**src/rtl/cs_ack_gen.sv**
```systemverilog
module cs_ack_gen #(
  parameter int WS_W = 4
) (
  input  logic            clk,
  input  logic            rst_n,
  input  logic            hit,
  input  logic            from_xm,
  input  logic            cfg_core_auto,
  input  logic            cfg_xm_auto,
  input  logic [WS_W-1:0] cfg_wait,
  input  logic            ta_in_n,
  output logic            xfer_done,
  output logic            ta_out_n,
  output logic            ta_oe
);

  logic            busy, is_xm, auto_en, oe_tail;
  logic [WS_W-1:0] cnt;
  logic            drive, wait_ok, ext_ack;

  assign drive   = busy & is_xm & auto_en;
  assign wait_ok = busy & auto_en & (cnt == '0);
  assign ext_ack = busy & ~drive & ~ta_in_n;

  assign xfer_done = wait_ok | ext_ack;
  assign ta_out_n  = ~(drive & wait_ok);
  assign ta_oe     = drive | oe_tail;

  always_ff @(posedge clk or negedge rst_n) begin
    if (!rst_n) begin
      busy    <= 1'b0;
      is_xm   <= 1'b0;
      auto_en <= 1'b0;
      oe_tail <= 1'b0;
      cnt     <= '0;
    end else begin
      oe_tail <= drive & xfer_done;
      if (!busy) begin
        if (hit) begin
          busy    <= 1'b1;
          is_xm   <= from_xm;
          auto_en <= from_xm ? cfg_xm_auto : cfg_core_auto;
          cnt     <= cfg_wait;
        end
      end else if (xfer_done) begin
        busy <= 1'b0;
      end else if (cnt != '0) begin
        cnt <= cnt - 1'b1;
      end
    end
  end

endmodule

```
**config.mk**
```make
export PLATFORM = sky130hd
export DESIGN_NAME = cs_ack_gen
export DESIGN_NICKNAME = d
export VERILOG_FILES = /design/src/rtl/cs_ack_gen.sv
export SDC_FILE = /design/constraint.sdc
export NUM_CORES = 1
export LEC_CHECK = 0
export CAP_MARGIN = 20
export CORE_AREA = 2 2 39 41
export CTS_BUF_LIST = sky130_fd_sc_hd__clkbuf_4
export DETAILED_ROUTE_END_ITERATION = 10
export DIE_AREA = 0 0 41 43
export PLACE_DENSITY = 0.74
export REMOVE_ABC_BUFFERS = 1
export SYNTH_ARGS = -nofsm -noshare
export SYNTH_HDL_FRONTEND = slang
export SYNTH_SLANG_ARGS = --single-unit
```
**constraint.sdc**
```tcl
create_clock -name clk -period 5.3 [get_ports clk]
set_clock_uncertainty 0.15 [all_clocks]
set_input_delay 0.53 -clock clk [delete_from_list [all_inputs] [get_ports clk]]
set_output_delay 0.53 -clock clk [all_outputs]
set_load 0.05 [all_outputs]
```
==> flow_summary.ini <==
[job]
cap_viol_max_count = 0

[grt]
grt_usage_pct = 13.93
grt_pass1_wl_mm = 1.662
antenna_found_initial = 0
grt_pass1_vias = 385
grt-ovfl-total = 0
grt_max_degree = 14

[floorplanning]
dieArea_um2 = 1763
dieWidth_um = 41
die_h_um = 43
start_util_pct = 34.99
coreArea_um2 = 1384
ios = 14
rows = 14

[logic_synthesis]
ys_types = 25
synth_area_um2 = 484.2
synth-seq-cells = 8
syn_avg_cell_area_um2 = 10.30
synth_common_cells = 8 x dfrtp_1, 7 x mux2i_1, 5 x inv_1
yosysWarnings = 0
netlist.area_leader.share_pct = 41.34
ys_top_cells_by_area = dfrtp_1 41%, mux2i_1 14%, ha_1 5.2%
synth_most_common_cell = dfrtp_1
synth_edf_count = 0
async_flop_share_pct = 100.0
ys.flop_type = dfrtp_1
syn_inst = 47
synth_top_area_cell = dfrtp_1
ys_seq_area_share_pct = 41.34

[placement]
dp.cells = 74
io_buffers = 13
place_hpwl_um = 768
routabilityCongestion = 0.6992

[power_and_ir_drop]
sw_frac_of_total_pct = 42.15
p_int_mw = 0.1989
power_frac_comb_pct = 48.5
p_clk_share_pct = 13.7
peakVddDrop_uv = 234.2
fin_total_pwr_mw = 0.3439
cellPowerDensity_nw_per_um2 = 529.5
power.switching_mw = 0.1449
power.leakage_nw = 0.3075
power_frac_seq_pct = 37.7

[drt]
routed_wl_um = 995
first_pass_iters = 4
ant_nets = 0
drc = 0
vias = 401
wl_per_cell_um = 12.92
drt-vias-per-instance = 5.208
drtIter0Drc = 3

[layout]
diodes = 0
multi_input_area_um2 = 257.7
post-route-util_pct = 46.93
fill_cells = 138
nets = 76
syn2layout_area_growth_pct = 34.11
drive_above_1_share_pct = 9.836
layoutNonFillerInstCount = 77
seq_area_um2 = 200.2

[timing]
min_period_ps = 2875
rsz0062_at_grt = false
tns_ps = 0
whs_ps = 407.7
fmax_mhz = 347.8
period_share_pct = 54.25
hold_viol = 0
slew_headroom_pct = 66.35
drv_slew = 0
worstMarginPinSlew_ps = 503.2
setup_viol = 0

[worst_setup_path]
arrival_ps = 2200
endpoint_kind = primary output
critPathKind = input port to primary output
critPathMaxStageDelay_ps = 790
r2r_slack_ps = 3390
cp_slowest_cell = clkdlybuf4s50_1
start_kind = input port
r2r_end = cnt[3]$_DFFE_PN0P_
path_cells = clkdlybuf4s50_1, a21oi_1, and2_1, a21o_1, clkdlybuf4s50_1
reg2reg_depth = 6
crit_top_cell = clkdlybuf4s50_1
cp_max_fo = 7
reg2reg_from = cnt[0]$_DFFE_PN0P_
worst_ep_required_time_ps = 4620

[clock_tree]
cts_resized = 0
cts_buffers = 3
clock_latency_ps = 250
h-tree-depth = 1
clock-sinks = 8
cts_setup_buffers = 0
ctsRootBufferMaster = clkbuf_4
cts_tree = yes
hold_buffers = 0
clkSlewWorstSetupHoldPaths_ps = 60
cts_max_path_buffers = 2

[outcome]
status = completed

[worst_hold_path]
hp-class = input port to async pin
## power by group through the flow
stage | logic (mW) | clock network, mW | registers, mW
after floorplan | 0.129 | 0 | 0.119
after global placement | 0.160 | 0 | 0.129
after detailed placement | 0.168 | 0 | 0.130
after CTS | 0.169 | 0.0496 | 0.129
after global routing | 0.182 | 0.0513 | 0.135
final | 0.167 | 0.0473 | 0.130
## worst max path at each step
stage,endpoint,depth (start not counted),start
after floorplan,ta_out_n,4,cnt[0]$_DFFE_PN0P_
after global placement,xfer_done,5,ta_in_n
after detailed placement,xfer_done,5,ta_in_n
after CTS,xfer_done,5,ta_in_n
after global routing,xfer_done,5,ta_in_n
final,xfer_done,5,ta_in_n
## per-stage QoR
| step | area (um2) | worst slack (ps) |
|---|---|---|
| after floorplan | 476.7 | 3238 |
| after global routing | 649.4 | 2313 |
| after CTS | 649.4 | 2430 |
| after global placement | 626.9 | 2440 |
| final | 649.4 | 2425 |
| after detailed placement | 626.9 | 2433 |
## worst max-delay path: cells and delay by family
family / cells / cell delay, ps
and+or+nand+nor: 1 / 270
AOI/OAI and AO/OA: 2 / 210
buffers and inverters: 2 / 1180
## logic make-up (layout without fill, tap and decap cells)
| logic type | count (synthesis) | after routing | synth area share (%) |
|---|---|---|---|
| compound gates | 10 | 10 | 14.99 |
| fa+ha+maj | 2 | 2 | 5.167 |
| buf+inv | 7 | 21 | 5.427 |
| flops | 8 | 8 | 41.34 |
| mux | 8 | 8 | 16.80 |
| simple gates | 12 | 12 | 16.28 |
## per-layer routing
| metal | global-route usage [%] | vias to the layer above | share of wire [%] |
|---|---|---|---|
| met5 | 0 | - | 0 |
| met4 | 10.00 | 0 | 1.4 |
| li1 | - | 202 | - |
| met2 | 20.00 | 8 | 47 |
| met1 | 18.30 | 189 | 47 |
| met3 | 1.571 | 2 | 3.9 |
## area by class of cell
cell class	instances	area share (%)
well taps	16	3.083
clock buffers	3	3.468
flip-flops and latches	8	30.83
repair buffers	13	20.04
multi-input cells	32	39.69
inverters	5	2.890
## cells in the final DEF, fill, tap and decap left out, drive strengths merged
master and instances:
clkdlybuf4s50 13, dfrtp 8, mux2i 7, inv 5
clkbuf 3, nor2 2, nand2b 2, o21ai 2
ha 2, and4bb 1, a21oi 1, and2 1
a21o 1, a31o 1, nand4 1, a211oi 1
nand3 1, o22ai 1, a221o 1, nor3 1
mux2 1, nand2 1, or4 1, nor4b 1
o311ai 1, a211o 1
## flip-flops by register name, indices dropped and copies added, names as in the netlist
register	flops
cnt	4
auto_en	1
busy	1
is_xm	1
oe_tail	1
Note: power is estimated with default switching activity, not from simulation.
